<file path="config.mk">
export PLATFORM = sky130hd
export DESIGN_NAME = exc_entry_seq
export DESIGN_NICKNAME = d
export VERILOG_FILES = /design/src/rtl/exc_pkg.sv /design/src/rtl/exc_rst_sync.sv /design/src/rtl/exc_vec_addr.sv /design/src/rtl/exc_frame_word.sv /design/src/rtl/exc_entry_seq.sv
export SDC_FILE = /design/constraint.sdc
export NUM_CORES = 1
export LEC_CHECK = 0
export ABC_AREA = 1
export BUFFER_PORTS_ARGS = -buffer_cell sky130_fd_sc_hd__buf_2
export CORE_MARGIN = 2
export CORE_UTILIZATION = 34
export DETAILED_ROUTE_END_ITERATION = 12
export PLACE_DENSITY = 0.56
export SLEW_MARGIN = 15
export SYNTH_ARGS = -nofsm -noshare
export SYNTH_HDL_FRONTEND = slang
export SYNTH_SLANG_ARGS = --single-unit
</file>
<file path="constraint.sdc">
create_clock -name clk -period 15.4 [get_ports clk]
set_input_delay 0.77 -clock clk [delete_from_list [all_inputs] [get_ports clk]]
set_output_delay 0.77 -clock clk [all_outputs]
set_load 0.05 [all_outputs]
</file>
<file path="src/rtl/exc_pkg.sv">
package exc_pkg;
  typedef enum logic [3:0] {
    ST_IDLE,
    ST_PUSH,
    ST_PUSH2,
    ST_SP_HI,
    ST_SP_LO,
    ST_VEC_HI,
    ST_VEC_LO,
    ST_PREF,
    ST_DONE
  } seq_state_e;

  localparam int SR_S_BIT    = 13;
  localparam int SR_M_BIT    = 12;
  localparam int FRAME_WORDS = 4;
  localparam logic [15:0] SR_AT_RESET = 16'h2700;
  localparam logic [3:0]  FMT_PRIMARY = 4'h0;
  localparam logic [3:0]  FMT_SECOND  = 4'h1;
endpackage

</file>
<file path="src/rtl/exc_rst_sync.sv">
module exc_rst_sync (
  input  logic clk,
  input  logic rst_n,
  output logic rst_sync_n
);
  logic [1:0] sync_q;

  always_ff @(posedge clk or negedge rst_n) begin
    if (!rst_n) sync_q <= 2'b00;
    else        sync_q <= {sync_q[0], 1'b1};
  end

  assign rst_sync_n = sync_q[1];
endmodule

</file>
<file path="src/rtl/exc_vec_addr.sv">
module exc_vec_addr #(
  parameter int ADDR_W = 32,
  parameter int VEC_W  = 8
) (
  input  logic [ADDR_W-1:0] base,
  input  logic [VEC_W-1:0]  idx,
  output logic [ADDR_W-1:0] entry_hi,
  output logic [ADDR_W-1:0] entry_lo
);
  logic [ADDR_W-1:0] offset;

  assign offset   = {{(ADDR_W-VEC_W-2){1'b0}}, idx, 2'b00};
  assign entry_hi = base + offset;
  assign entry_lo = entry_hi + ADDR_W'(2);
endmodule

</file>
<file path="src/rtl/exc_frame_word.sv">
module exc_frame_word #(
  parameter int WORD_W = 16,
  parameter int VEC_W  = 8
) (
  input  logic [1:0]          slot,
  input  logic [2*WORD_W-1:0] pc,
  input  logic [WORD_W-1:0]   sr,
  input  logic [3:0]          fmt_code,
  input  logic [VEC_W-1:0]    vec,
  output logic [WORD_W-1:0]   word
);
  localparam int PAD_W = WORD_W - 4 - VEC_W - 2;

  always_comb begin
    case (slot)
      2'd0:    word = pc[WORD_W-1:0];
      2'd1:    word = pc[2*WORD_W-1:WORD_W];
      2'd2:    word = sr;
      default: word = {fmt_code, {PAD_W{1'b0}}, vec, 2'b00};
    endcase
  end
endmodule

</file>
<file path="src/rtl/exc_entry_seq.sv">
module exc_entry_seq
  import exc_pkg::*;
#(
  parameter int ADDR_W   = 32,
  parameter int VEC_W    = 8,
  parameter int PF_WORDS = 3
) (
  input  logic                         clk,
  input  logic                         rst_n,
  input  logic                         req_valid,
  input  logic [VEC_W-1:0]             req_vec,
  input  logic                         req_reset,
  input  logic                         req_irq,
  input  logic [ADDR_W/2-1:0]          sr_in,
  input  logic [ADDR_W-1:0]            pc_in,
  input  logic [ADDR_W-1:0]            vbr_in,
  input  logic [ADDR_W-1:0]            msp_in,
  input  logic [ADDR_W-1:0]            isp_in,
  output logic                         busy,
  output logic                         done,
  output logic                         mem_valid,
  output logic                         mem_write,
  output logic [ADDR_W-1:0]            mem_addr,
  output logic [ADDR_W/2-1:0]          mem_wdata,
  input  logic                         mem_ready,
  input  logic [ADDR_W/2-1:0]          mem_rdata,
  output logic [ADDR_W-1:0]            out_pc,
  output logic [ADDR_W/2-1:0]          out_sr,
  output logic [ADDR_W-1:0]            out_msp,
  output logic [ADDR_W-1:0]            out_isp,
  output logic [PF_WORDS*ADDR_W/2-1:0] pf_words
);
  localparam int WORD_W = ADDR_W / 2;
  localparam int CNT_W  = (PF_WORDS > FRAME_WORDS) ? $clog2(PF_WORDS) : $clog2(FRAME_WORDS);
  localparam logic [CNT_W-1:0] LAST_FRAME = CNT_W'(FRAME_WORDS - 1);
  localparam logic [CNT_W-1:0] LAST_PF    = CNT_W'(PF_WORDS - 1);

  logic              rst_sync_n;
  seq_state_e        state_q, state_d;
  logic [CNT_W-1:0]  cnt_q, cnt_d;
  logic [VEC_W-1:0]  vec_q, idx;
  logic              rst_q, two_q, sec_frame;
  logic [WORD_W-1:0] sr_old_q, sr_new_q, sr_new_d;
  logic [ADDR_W-1:0] pc_q, vbr_q, msp_q, isp_q, npc_q, act_sp;
  logic [ADDR_W-1:0] ent_hi, ent_lo;
  logic              accept, xfer;
  logic [WORD_W-1:0] pf_q [PF_WORDS];

  exc_rst_sync u_sync (.clk(clk), .rst_n(rst_n), .rst_sync_n(rst_sync_n));

  exc_vec_addr #(.ADDR_W(ADDR_W), .VEC_W(VEC_W)) u_vaddr (
    .base(vbr_q), .idx(idx), .entry_hi(ent_hi), .entry_lo(ent_lo)
  );

  exc_frame_word #(.WORD_W(WORD_W), .VEC_W(VEC_W)) u_frame (
    .slot(cnt_q[1:0]), .pc(pc_q), .sr(sec_frame ? sr_new_q : sr_old_q),
    .fmt_code(sec_frame ? FMT_SECOND : FMT_PRIMARY), .vec(vec_q), .word(mem_wdata)
  );

  assign accept = req_valid && (state_q == ST_IDLE);
  assign xfer   = mem_valid && mem_ready;
  assign busy   = !rst_sync_n || (state_q != ST_IDLE);
  assign done   = (state_q == ST_DONE);
  assign act_sp = sr_old_q[SR_M_BIT] ? msp_q : isp_q;

  assign sr_new_d = req_reset ? SR_AT_RESET
                  : (sr_in | (WORD_W'(1) << SR_S_BIT))
                    & ~((req_irq && sr_in[SR_M_BIT]) ? (WORD_W'(1) << SR_M_BIT) : '0);

  // Access decode
  always_comb begin
    mem_valid = 1'b0;
    mem_write = 1'b0;
    mem_addr  = '0;
    idx       = vec_q;
    sec_frame = 1'b0;
    case (state_q)
      ST_PUSH:   begin mem_valid = 1'b1; mem_write = 1'b1; mem_addr = act_sp - ADDR_W'(2); end
      ST_PUSH2:  begin mem_valid = 1'b1; mem_write = 1'b1; sec_frame = 1'b1;
                       mem_addr = isp_q - ADDR_W'(2); end
      ST_SP_HI:  begin mem_valid = 1'b1; idx = '0; mem_addr = ent_hi; end
      ST_SP_LO:  begin mem_valid = 1'b1; idx = '0; mem_addr = ent_lo; end
      ST_VEC_HI: begin mem_valid = 1'b1; idx = rst_q ? VEC_W'(1) : vec_q; mem_addr = ent_hi; end
      ST_VEC_LO: begin mem_valid = 1'b1; idx = rst_q ? VEC_W'(1) : vec_q; mem_addr = ent_lo; end
      ST_PREF:   begin mem_valid = 1'b1;
                       mem_addr = npc_q + {{(ADDR_W-CNT_W-1){1'b0}}, cnt_q, 1'b0}; end
      default:   ;
    endcase
  end

  // Next state
  always_comb begin
    state_d = state_q;
    cnt_d   = cnt_q;
    case (state_q)
      ST_IDLE:   if (accept) begin state_d = req_reset ? ST_SP_HI : ST_PUSH; cnt_d = '0; end
      ST_PUSH:   if (xfer) begin
                   cnt_d = cnt_q + 1'b1;
                   if (cnt_q == LAST_FRAME) begin
                     cnt_d   = '0;
                     state_d = two_q ? ST_PUSH2 : ST_VEC_HI;
                   end
                 end
      ST_PUSH2:  if (xfer) begin
                   cnt_d = cnt_q + 1'b1;
                   if (cnt_q == LAST_FRAME) begin cnt_d = '0; state_d = ST_VEC_HI; end
                 end
      ST_SP_HI:  if (xfer) state_d = ST_SP_LO;
      ST_SP_LO:  if (xfer) state_d = ST_VEC_HI;
      ST_VEC_HI: if (xfer) state_d = ST_VEC_LO;
      ST_VEC_LO: if (xfer) begin state_d = ST_PREF; cnt_d = '0; end
      ST_PREF:   if (xfer) begin
                   cnt_d = cnt_q + 1'b1;
                   if (cnt_q == LAST_PF) begin cnt_d = '0; state_d = ST_DONE; end
                 end
      default:   state_d = ST_IDLE;
    endcase
  end

  always_ff @(posedge clk or negedge rst_sync_n) begin
    if (!rst_sync_n) begin
      state_q <= ST_IDLE;
      cnt_q   <= '0;
    end else begin
      state_q <= state_d;
      cnt_q   <= cnt_d;
    end
  end

  // Request capture
  always_ff @(posedge clk or negedge rst_sync_n) begin
    if (!rst_sync_n) begin
      vec_q    <= '0;
      rst_q    <= 1'b0;
      two_q    <= 1'b0;
      sr_old_q <= '0;
      sr_new_q <= '0;
      pc_q     <= '0;
      vbr_q    <= '0;
    end else if (accept) begin
      vec_q    <= req_vec;
      rst_q    <= req_reset;
      two_q    <= req_irq && sr_in[SR_M_BIT] && !req_reset;
      sr_old_q <= sr_in;
      sr_new_q <= sr_new_d;
      pc_q     <= pc_in;
      vbr_q    <= vbr_in;
    end
  end

  // Stack pointers
  always_ff @(posedge clk or negedge rst_sync_n) begin
    if (!rst_sync_n) begin
      msp_q <= '0;
      isp_q <= '0;
    end else if (accept) begin
      msp_q <= msp_in;
      isp_q <= isp_in;
    end else if (xfer) begin
      case (state_q)
        ST_PUSH:  if (sr_old_q[SR_M_BIT]) msp_q <= msp_q - ADDR_W'(2);
                  else                    isp_q <= isp_q - ADDR_W'(2);
        ST_PUSH2: isp_q <= isp_q - ADDR_W'(2);
        ST_SP_HI: isp_q[ADDR_W-1:WORD_W] <= mem_rdata;
        ST_SP_LO: isp_q[WORD_W-1:0]      <= mem_rdata;
        default:  ;
      endcase
    end
  end

  // Handler address
  always_ff @(posedge clk or negedge rst_sync_n) begin
    if (!rst_sync_n) npc_q <= '0;
    else if (xfer && state_q == ST_VEC_HI) npc_q[ADDR_W-1:WORD_W] <= mem_rdata;
    else if (xfer && state_q == ST_VEC_LO) npc_q[WORD_W-1:0]      <= mem_rdata;
  end

  // Prefetch queue
  for (genvar k = 0; k < PF_WORDS; k++) begin : g_pf
    always_ff @(posedge clk or negedge rst_sync_n) begin
      if (!rst_sync_n) pf_q[k] <= '0;
      else if (xfer && state_q == ST_PREF && cnt_q == CNT_W'(k)) pf_q[k] <= mem_rdata;
    end
    assign pf_words[k*WORD_W +: WORD_W] = pf_q[k];
  end

  assign out_pc  = npc_q;
  assign out_sr  = sr_new_q;
  assign out_msp = msp_q;
  assign out_isp = isp_q;
endmodule

</file>
==> results.toml <==
[die]
ios = 386
initial_core_util_pct = 34.5
die_h_um = 230
die_w_um = 230
die_area_sq_um = 52800
num_rows = 82
coreArea_sq_um = 50300

[drt]
drc = 0
wl_per_cell_um = 21.8
wl_um = 79000
ant_nets = 0
avgViaCountPerCell = 5.31
firstDrtPassIters = 5
drt_iter0_drc = 1773
vias = 19223

[timing]
min_period_over_period_pct = 41.6
rsz0062_at_grt = "false"
setup_ws_ns = 9.00
relSlewSlack_pct = 25.6
whs_ns = 0.354
final_hold_viol_count = 0
period_minus_slack_ns = 6.40
setup_viol = 0
drv_slew = 0
skew_ns = 0.0293
tightest_slew_ns = 1.12
setup-tns-final_ns = 0
clock.fmax_mhz = 156

[global_routing]
track_usage_pct = 29.3
antenna_found_initial = 16
grt_pass1_vias = 18305
grt_overflow_total = 0
grt_pass1_wl_um = 117000
grt_max_degree = 86

[clock_tree]
clk_pin_slew_worst_paths_ns = 0.06
cts.sinks = 258
cts_resized = 0
clockBufferDepth = 3
cts_tree = "built"
root_buffer = "clkbuf_16"
htree_num_levels = 2
cts_made_buffers = 34
clock_latency_ns = 0.57

[run_status]
outcome = "complete, no violations"

[layout]
fin_nets = 3113
final_common_cell = "nand2_1"
multi_input_area_sq_um = 9380
final_core_util_pct = 41.7
final_cell_mix = "nand2_1 (759), buf_2 (385), o21ai_0 (293)"
nFillCells = 5451
drive_above_1_share_pct = 17.5
syn2layout_area_growth_pct = 21.0
seq_area_sq_um = 6460
fin_cells = 3623

[worst_setup_path]
slowest_delay_ns = 0.42
rr_worst_depth = 8
crit_slowest_cell = "clkinv_1"
crit_top_cell = "nand2_1"
crit_fanout = 23
path_class = "reg2out"
startpoint_type = "flop"
startpoint = "state_q[3]$_DFFE_PN0P_"
reg2reg_to = "out_msp[9]$_DFFE_PN0P_"
endpoint = "mem_addr[24]"
cp.arrival_ns = 5.63
required_ns = 14.63
end_kind = "output port"
r2r_slack_ns = 12.06
r2r-start = "sr_old_q[12]$_DFFE_PN0P_"

[logic_synthesis]
seq_area_frac_synth_pct = 37.3
synth_cells = 2581
avgSynthCellArea_sq_um = 6.71
synth_cell_types = 57
synth-seq-cells = 258
synth_warnings = 0
syn-num-nets = 2775
synthesis.area_sq_um = 17300

[power_and_ir_drop]
leakagePower_nw = 10.5
power_density_nw_per_um2 = 282
ir_drop_mv = 0.174

[run]
drv_cap = 0

[placement]
port_buffers = 385
place_hpwl_um = 61600
dp.cells = 3554
place_congestion = 0.995
dp_worst_setup_slack_ns = 9.74

[worst_hold_path]
hold_class = "reg2reg"
## state kept, by name, indices dropped and copies added, names as in the netlist
name,cells
rst_q,1
u_sync.sync_q,2
pf_words,48
pc_q,32
out_isp,32
state_q,4
out_msp,32
out_pc,32
vec_q,8
out_sr,16
cnt_q,2
two_q,1
sr_old_q,16
vbr_q,32
## power by group
part / total (W) / leakage [nW] / internal (W) / switching, W
logic: 0.00374 / 6.71 / 0.000872 / 0.00287
registers: 0.00135 / 3.26 / 0.000983 / 0.000364
clock network: 0.000826 / 0.561 / 0.000496 / 0.000330
## worst max-delay path, delay by kind of cell (launching register included)
family | cells | cell delay, ns
AOI/OAI and AO/OA | 2 | 0.21
adders and majority gates | 2 | 0.60
buffers and inverters | 8 | 1.45
and+or+nand+nor | 17 | 2.41
DFF | 1 | 0.39
## metal layers
layer | share of wire (%) | track usage, %
met1 | 42 | 38.6
met2 | 45 | 45.4
met3 | 8.3 | 7.68
met4 | 4.3 | 12.4
met5 | 0.12 | 0
## how the worst min path moves through the flow
stage                            endpoint  cells after the start                  startpoint  slack (ns)
4_1_cts        u_sync.sync_q[1]$_DFF_PN0_                      0  u_sync.sync_q[0]$_DFF_PN0_        0.35
6_report       u_sync.sync_q[1]$_DFF_PN0_                      0  u_sync.sync_q[0]$_DFF_PN0_        0.35
3_3_place_gp   u_sync.sync_q[1]$_DFF_PN0_                      0  u_sync.sync_q[0]$_DFF_PN0_        0.34
3_5_place_dp   u_sync.sync_q[1]$_DFF_PN0_                      0  u_sync.sync_q[0]$_DFF_PN0_        0.34
5_1_grt        u_sync.sync_q[1]$_DFF_PN0_                      0  u_sync.sync_q[0]$_DFF_PN0_        0.37
2_1_floorplan  u_sync.sync_q[1]$_DFF_PN0_                      0  u_sync.sync_q[0]$_DFF_PN0_        0.33
## cell usage after synthesis (all sizes together)
library cell / instances / area, sq um
a211oi: 11 / 82.6
a21o: 1 / 7.51
a21oi: 75 / 379
a221oi: 7 / 61.3
a22oi: 10 / 75.1
a311oi: 1 / 8.76
a31oi: 13 / 81.3
a32oi: 1 / 8.76
and2: 3 / 18.8
buf: 23 / 139
clkbuf: 75 / 292
clkinv: 3 / 11.3
conb: 1 / 3.75
dfrtp: 258 / 6460
fa: 2 / 40.0
ha: 18 / 225
inv: 281 / 1050
nand2: 773 / 2940
nand3: 154 / 813
nand3b: 11 / 82.6
nand4: 49 / 307
nor2: 297 / 1190
nor3: 39 / 221
nor4: 9 / 62.6
o2111ai: 3 / 26.3
o211ai: 45 / 338
o21a: 2 / 15.0
o21ai: 311 / 1560
o21bai: 2 / 15.0
o221ai: 6 / 52.6
o22ai: 27 / 169
o311ai: 2 / 17.5
o31ai: 4 / 35.0
o32ai: 1 / 8.76
or2: 9 / 56.3
xnor2: 8 / 70.1
xor2: 46 / 403
## final cells by class
cell class	count	share of cell area, %
tap	672	4.01
clock buffer	48	4.65
clock inverter	13	0.842
antenna	7	0.0836
sequential	258	30.8
timing repair buffer	400	9.74
multi-input combinational	1941	44.7
inverter	284	5.11
## cell families (layout without fill, tap and decap cells)
group                      Yosys count  after routing  share of synthesized area (%)
and+or+nand+nor                   1344           1344                           32.8
AOI/OAI and AO/OA                  522            522                           17.0
buffers and inverters              382            745                           8.64
DFF                                258            258                           37.3
xor gates and xnor gates            54             54                           2.73
adders and majority gates           20             20                           1.53
other                                1              8                         0.0216
## per-stage QoR
step	cell area (sq um)	total power [W]
6_report	21000	0.00592
5_1_grt	21000	0.00631
4_1_cts	20900	0.00591
3_5_place_dp	19800	0.00507
3_3_place_gp	19800	0.00504
2_1_floorplan	17300	0.00393
## timing repair
item                                   CTS  global route
buffers inserted                         0             0
endpoints found under the hold margin    2             0
hold buffers                             1             0
Note: power is estimated with default switching activity, not from simulation.
